===== src/rtl/aclk_pkg.sv =====
package aclk_pkg;

    localparam int HALF_W = 3;

    // half bit-clock periods, counted in reference ticks
    localparam logic [HALF_W-1:0] HALF_256 = HALF_W'(2);
    localparam logic [HALF_W-1:0] HALF_384 = HALF_W'(3);
    localparam logic [HALF_W-1:0] HALF_512 = HALF_W'(4);
    localparam logic [HALF_W-1:0] HALF_768 = HALF_W'(6);

    typedef enum logic [1:0] {
        SRC_NONE,
        SRC_MCLK,
        SRC_XTAL,
        SRC_FSREF
    } src_e;

    typedef struct packed {
        src_e              src;
        logic [HALF_W-1:0] half;
    } sel_t;

    typedef enum logic [1:0] {
        ST_IDLE,
        ST_SETTLE,
        ST_RUN,
        ST_FAULT
    } st_e;

endpackage


===== src/rtl/aclk_route.sv =====
module aclk_route
    import aclk_pkg::*;
(
    input  logic [1:0] mode_sel,
    input  logic       sub_fsref,
    input  logic       ratio_384,
    input  logic       mclk_24m,
    input  logic [1:0] rate_code,
    input  logic       mclk_tick,
    input  logic       xtal_tick,
    input  logic       fsref_tick,
    output sel_t       sel,
    output logic       bad_strap,
    output logic       ref_tick
);

    logic fs_path;

    always_comb begin
        sel.src   = SRC_NONE;
        sel.half  = HALF_256;
        bad_strap = 1'b0;
        fs_path   = mode_sel[1] || (mode_sel == 2'b00 && sub_fsref);
        if (fs_path) begin
            sel.src  = SRC_FSREF;
            sel.half = ratio_384 ? HALF_384 : HALF_256;
        end else if (mode_sel == 2'b00) begin
            if (ratio_384 || !mclk_24m) begin
                bad_strap = 1'b1;
            end else begin
                unique case (rate_code)
                    2'b00: begin sel.src = SRC_XTAL; sel.half = HALF_512; end
                    2'b01: begin sel.src = SRC_MCLK; sel.half = HALF_512; end
                    2'b10: begin sel.src = SRC_MCLK; sel.half = HALF_768; end
                    default: sel.src = SRC_NONE;
                endcase
            end
        end
    end

    always_comb begin
        unique case (sel.src)
            SRC_MCLK:  ref_tick = mclk_tick;
            SRC_XTAL:  ref_tick = xtal_tick;
            SRC_FSREF: ref_tick = fsref_tick;
            default:   ref_tick = 1'b0;
        endcase
    end

endmodule


===== src/rtl/aclk_div.sv =====
module aclk_div
    import aclk_pkg::*;
(
    input  logic              clk,
    input  logic              rst_n,
    input  logic              run,
    input  logic              clear,
    input  logic              tick,
    input  logic [HALF_W-1:0] half,
    output logic              sck,
    output logic              sck_fall
);

    logic [HALF_W-1:0] cnt_q;

    always_ff @(posedge clk) begin
        if (!rst_n) begin
            cnt_q    <= '0;
            sck      <= 1'b0;
            sck_fall <= 1'b0;
        end else begin
            sck_fall <= 1'b0;
            if (clear || !run) begin
                cnt_q <= '0;
                sck   <= 1'b0;
            end else if (tick) begin
                if (cnt_q == half - HALF_W'(1)) begin
                    cnt_q    <= '0;
                    sck      <= ~sck;
                    sck_fall <= sck;
                end else begin
                    cnt_q <= cnt_q + HALF_W'(1);
                end
            end
        end
    end

    AST_CNT_BOUND: assert property (@(posedge clk) disable iff (!rst_n)
        (run && !clear && $stable(half)) |=> (cnt_q < half));

    AST_SCK_QUIET: assert property (@(posedge clk) disable iff (!rst_n)
        !run |=> !sck);

endmodule


===== src/rtl/aclk_seq.sv =====
module aclk_seq
    import aclk_pkg::*;
#(
    parameter int FRAME_BITS = 64
) (
    input  logic clk,
    input  logic rst_n,
    input  sel_t sel,
    input  logic bad_strap,
    input  logic sck_fall,
    output logic div_run,
    output logic div_clear,
    output logic ws,
    output logic cfg_err
);

    localparam int BIT_W = $clog2(FRAME_BITS);
    localparam logic [BIT_W-1:0]   LAST_BIT = BIT_W'(FRAME_BITS - 1);
    localparam logic [BIT_W-2:0]   CH_LAST  = (BIT_W-1)'(FRAME_BITS/2 - 1);

    st_e              st_q, st_d;
    sel_t             cfg_q;
    logic [BIT_W-1:0] bit_q;
    logic             changed;
    logic             active;

    assign changed = (sel != cfg_q);
    assign active  = (st_q == ST_SETTLE) || (st_q == ST_RUN);

    // state register and next-state logic
    always_comb begin
        st_d = st_q;
        unique case (st_q)
            ST_FAULT: st_d = ST_FAULT;
            ST_IDLE: begin
                if (bad_strap)                 st_d = ST_FAULT;
                else if (sel.src != SRC_NONE)  st_d = ST_SETTLE;
            end
            ST_SETTLE: begin
                if (bad_strap)                      st_d = ST_FAULT;
                else if (sel.src == SRC_NONE)       st_d = ST_IDLE;
                else if (changed)                   st_d = ST_SETTLE;
                else if (sck_fall && bit_q == LAST_BIT) st_d = ST_RUN;
            end
            ST_RUN: begin
                if (bad_strap)                 st_d = ST_FAULT;
                else if (sel.src == SRC_NONE)  st_d = ST_IDLE;
                else if (changed)              st_d = ST_SETTLE;
            end
            default: st_d = ST_IDLE;
        endcase
    end

    always_ff @(posedge clk) begin
        if (!rst_n) begin
            st_q  <= ST_IDLE;
            cfg_q <= '{src: SRC_NONE, half: HALF_256};
        end else begin
            st_q  <= st_d;
            cfg_q <= sel;
        end
    end

    // outputs
    always_comb begin
        div_run   = active;
        div_clear = changed;
        cfg_err   = (st_q == ST_FAULT);
    end

    always_ff @(posedge clk) begin
        if (!rst_n) begin
            bit_q <= '0;
            ws    <= 1'b0;
        end else if (changed || !active) begin
            bit_q <= '0;
            ws    <= 1'b0;
        end else if (sck_fall) begin
            bit_q <= (bit_q == LAST_BIT) ? '0 : bit_q + BIT_W'(1);
            if (st_q == ST_RUN && bit_q[BIT_W-2:0] == CH_LAST)
                ws <= ~ws;
        end
    end

    AST_FAULT_STICKY: assert property (@(posedge clk) disable iff (!rst_n)
        cfg_err |=> cfg_err);

    AST_FAULT_SILENT: assert property (@(posedge clk) disable iff (!rst_n)
        (st_q == ST_FAULT) |-> !ws);

    AST_SETTLE_WS_LOW: assert property (@(posedge clk) disable iff (!rst_n)
        (st_q == ST_SETTLE) |-> !ws);

    AST_WS_ON_FALL: assert property (@(posedge clk) disable iff (!rst_n)
        (st_q == ST_RUN && $past(st_q) == ST_RUN && ws != $past(ws)) |-> $past(sck_fall));

endmodule


===== src/rtl/aclk_sel_top.sv =====
module aclk_sel_top
    import aclk_pkg::*;
#(
    parameter int FRAME_BITS = 64
) (
    input  logic       clk,
    input  logic       rst_n,
    input  logic [1:0] mode_sel,
    input  logic       sub_fsref,
    input  logic       ratio_384,
    input  logic       mclk_24m,
    input  logic [1:0] rate_code,
    input  logic       mclk_tick,
    input  logic       xtal_tick,
    input  logic       fsref_tick,
    output logic       sck,
    output logic       ws,
    output logic       cfg_err
);

    sel_t sel;
    logic bad_strap;
    logic ref_tick;
    logic div_run;
    logic div_clear;
    logic sck_fall;

    aclk_route u_route (
        .mode_sel   (mode_sel),
        .sub_fsref  (sub_fsref),
        .ratio_384  (ratio_384),
        .mclk_24m   (mclk_24m),
        .rate_code  (rate_code),
        .mclk_tick  (mclk_tick),
        .xtal_tick  (xtal_tick),
        .fsref_tick (fsref_tick),
        .sel        (sel),
        .bad_strap  (bad_strap),
        .ref_tick   (ref_tick)
    );

    aclk_seq #(.FRAME_BITS(FRAME_BITS)) u_seq (
        .clk       (clk),
        .rst_n     (rst_n),
        .sel       (sel),
        .bad_strap (bad_strap),
        .sck_fall  (sck_fall),
        .div_run   (div_run),
        .div_clear (div_clear),
        .ws        (ws),
        .cfg_err   (cfg_err)
    );

    aclk_div u_div (
        .clk      (clk),
        .rst_n    (rst_n),
        .run      (div_run),
        .clear    (div_clear),
        .tick     (ref_tick),
        .half     (sel.half),
        .sck      (sck),
        .sck_fall (sck_fall)
    );

    AST_ERR_QUIET: assert property (@(posedge clk) disable iff (!rst_n)
        $past(cfg_err) |-> !sck);

endmodule


===== config.mk =====
export PLATFORM = sky130hd
export DESIGN_NAME = aclk_sel_top
export DESIGN_NICKNAME = d
export VERILOG_FILES = /design/src/rtl/aclk_pkg.sv /design/src/rtl/aclk_route.sv /design/src/rtl/aclk_div.sv /design/src/rtl/aclk_seq.sv /design/src/rtl/aclk_sel_top.sv
export SDC_FILE = /design/constraint.sdc
export NUM_CORES = 1
export LEC_CHECK = 0
export BUFFER_PORTS_ARGS = -buffer_cell sky130_fd_sc_hd__buf_2
export CAP_MARGIN = 5
export CORE_MARGIN = 5
export CORE_UTILIZATION = 51
export DETAILED_ROUTE_END_ITERATION = 12
export GPL_TIMING_DRIVEN = 0
export PLACE_DENSITY = 0.81
export SYNTH_ARGS = -nofsm -noshare
export SYNTH_HDL_FRONTEND = slang
export SYNTH_SLANG_ARGS = --single-unit

===== constraint.sdc =====
create_clock -name clk -period 2.9 [get_ports clk]
set_input_delay 0.435 -clock clk [delete_from_list [all_inputs] [get_ports clk]]
set_output_delay 0.435 -clock clk [all_outputs]
set_load 0.05 [all_outputs]

==> results summary <==
The run finished with clean final reports. Setup repair after global routing left no endpoint under its margin. A synthesized cell averages 8.95 um2.

The total of buffers placed on input and output ports came out at 14. Based on the critical path, the design can be clocked at up to 361 MHz. The number of gates given a new drive strength after cts is 0.

The hold violation count in the final report came out at 0. The detailed-route wire length came out at 2360 um. The max-cap check violation count came out at 0. In the layout the commonest cells are 19 x dfxtp_1, 15 x buf_2, 13 x nor2_1.

After technology mapping, the gate count stands at 132. The critical path is of the in2reg type. The final instance area came out at 1320 um2.

The worst slack at placement is -213 ps. The worst register-to-register path begins at u_seq.cfg_q[3]. The worst setup path is launched from an input pin. The sequential element share of the synthesized area came out at 32.2%. The first detailed-routing pass took 5 iterations. The count of distinct cell types in the synthesized netlist is 43. After the first detailed-routing iteration, the DRC count stood at 17.

In this run the critical register-to-register path is captured at u_seq.bit_q[4]. In the final routed layout, each cell accounts on average for 13.3 um. The worst slew margin relative to its limit came out at 39.0%. The required time of the critical path is 3130 ps. Leaving out fill and tap cells, the most frequent cell in the layout is dfxtp_1.

The synthesized design contains 0 enable-type register cells. The area enclosed by the die boundary is 3380 um2. The initial antenna violation count was 0. The count of antenna diodes in the layout came out at 0. The placer's final routability congestion estimate is 0.762. The worst vdd rail ir drop is 0.286 mV. TritonCTS built the clock tree. The Yosys step of the flow raised 0 warnings. Final hold analysis gives a worst-case slack of 455 ps. The power density over the cells came out at 411 nW/um2. The number of placement rows is 17.

The share of final-layout standard cells stronger than drive strength 1 is 18.0%. The total congestion overflow came out at 0. The worst hold path belongs to the class in2reg.

The post-route minimum period came out at 2770 ps. The arrival time reported for the critical path endpoint came out at 3000 ps. The clock skew after layout is 9.10 ps. At the pin with the least slew margin, the transition time is 908 ps. Using the TritonRoute via totals, the vias-per-cell ratio works out to 5.81. The die height is 58.1 um. The number of global-route vias before repair came out at 1,057. The placed instances occupy a cell area of 1290 um2. Counting flops and latches in the post-synthesis netlist gives 19. The wire-length estimate of the detail-placed layout is 1940 um. In this run the worst path has a maximum fanout of 8. The floorplan step set the die width to 58.1 um.

The total area inside the core boundary comes to 2210 um2. The count of unresolved DRC violations after routing came out at 0. For the worst flop-to-flop path, the logic depth is 5.

The number of top-level design ports came out at 15. The wire length of the first global-routing pass is 4220 um. The signed area change from the synthesized netlist to the final layout came out at 11.4%. The clock root buffer master is clkbuf_4.

The synthesized netlist occupies a cell area of 1180 um2. Among all flip-flop cells after synthesis, the most frequent one is dfxtp_1. The number of post-CTS setup repair buffers is 0. STA classifies the critical path endpoint as a flip-flop. The clock-pin slew on the worst setup and hold paths came out at 120 ps. The final period utilization is 95.6%. For this configuration, the core starts out at a cell density of 53.4%. Setup violations remaining at the end of the flow were counted as 0. The path with the worst hold slack has its endpoint at u_seq.cfg_q[0].

Counting every sink on the clock net gives 19. The worst-case setup margin in the final layout is 127 ps. The clock latency on the worst-skew pair is 300 ps. The number of slew-limit violations in the final report is 0. The number of buffers inserted by hold repair at cts is 0. The leakage power summed over all cells came out at 0.515 nW. The number of clock buffers inserted by TritonCTS is 3. The number of nets still failing antenna checks after routing came out at 0.

The startpoint identified for the worst hold timing path is rst_n. The net count after synthesis is 155. The via count of the routed design is 1,034. The instance count along the most critical hold path came out at 3. The net count of the finished layout is 174. The proportion of register bits with asynchronous set or reset after synthesis is 0%. The maximum number of pins on one net before global-route repair came out at 13. The global routing usage summed across all routing layers is 15.4%. Counting along the longest clock path gives a buffer depth of 2. The setup slack on the worst flop-to-flop path is 740 ps. The level count of the clock H-tree is 1.
metrics by stage:
| stage | TNS (ps) | instances | total power [mW] | util, % |
|---|---|---|---|---|
| floorplan | 0 | 132 | 0.373 | - |
| global placement | -108 | 174 | 0.400 | 58.1 |
| detailed placement | -289 | 174 | 0.406 | 58.1 |
| CTS | 0 | 178 | 0.546 | 59.5 |
| global route | 0 | 178 | 0.576 | 59.5 |
| finish | 0 | 178 | 0.542 | 59.5 |
flip-flops by register name (all words and copies together), names as in the netlist:
register	flops
u_seq.cfg_q	5
u_div.sck_fall	1
u_div.cnt_q	3
u_seq.st_q	2
u_seq.bit_q	6
u_div.sck	1
u_seq.ws	1
cells in the mapped netlist, types with 3 or more instances:
cell type	count	share of area, %
nor2_1	13	4.1
nand4_1	5	2.6
nand3_1	3	1.3
o31ai_1	3	1.9
xnor2_1	3	2.2
a21oi_1	8	3.4
xor2_1	7	5.2
nor4_1	3	1.6
ha_1	11	12
inv_1	8	2.5
nand2_1	7	2.2
o21ai_0	3	1.3
dfxtp_1	19	32
area by class of cell:
class | count | area (um2)
buffer | 2 | 8.76
clock buffer | 3 | 22.5
clock inverter | 1 | 7.51
fill | 204 | 896
inverter | 8 | 30.0
multi-input combinational | 103 | 762
sequential | 19 | 380
tap | 28 | 35.0
timing repair buffer | 14 | 70.1
worst max-delay path: stages:
cell	delay (ps)
buf_2	140
or4b_1	500
buf_2	180
nor4_4	180
ha_1	210
xor2_1	80
or4_1	400
nand4_1	220
or4b_1	470
a31oi_1	180
power breakdown:
group          switching, mW  leakage [nW]  internal (mW)  total, mW
sequential           0.00835         0.154          0.269      0.278
clock                 0.0868        0.0139         0.0524      0.139
combinational         0.0727         0.346         0.0520      0.125
logic make-up after synthesis:
group / synth area share, %
and+or+nand+nor: 25.6
AOI/OAI and AO/OA: 15.8
DFF: 32.2
xor gates and xnor gates: 8.79
adders and majority gates: 11.7
buffers and inverters: 3.28
muxes: 2.65
how the worst max path moves through the flow:
stage | cells after the start | startpoint | slack [ps] | end
floorplan | 9 | mode_sel[1] | 160 | u_div.cnt_q[2]
global placement | 10 | mode_sel[1] | -110 | u_div.cnt_q[2]
detailed placement | 10 | mode_sel[1] | -210 | u_div.cnt_q[2]
CTS | 10 | mode_sel[1] | 110 | u_div.cnt_q[2]
global route | 10 | mode_sel[1] | 10 | u_div.cnt_q[2]
finish | 10 | mode_sel[1] | 130 | u_div.cnt_q[2]
routing by layer:
| metal | vias up | global-route usage, % | wire [um] |
|---|---|---|---|
| li1 | 524 | - | - |
| met1 | 482 | 16.8 | 998 |
| met2 | 24 | 29.0 | 1240 |
| met3 | 4 | 1.78 | 79 |
| met4 | 0 | 7.28 | 46 |
| met5 | - | 0 | 0 |
Power figures use the tool's default switching activity.
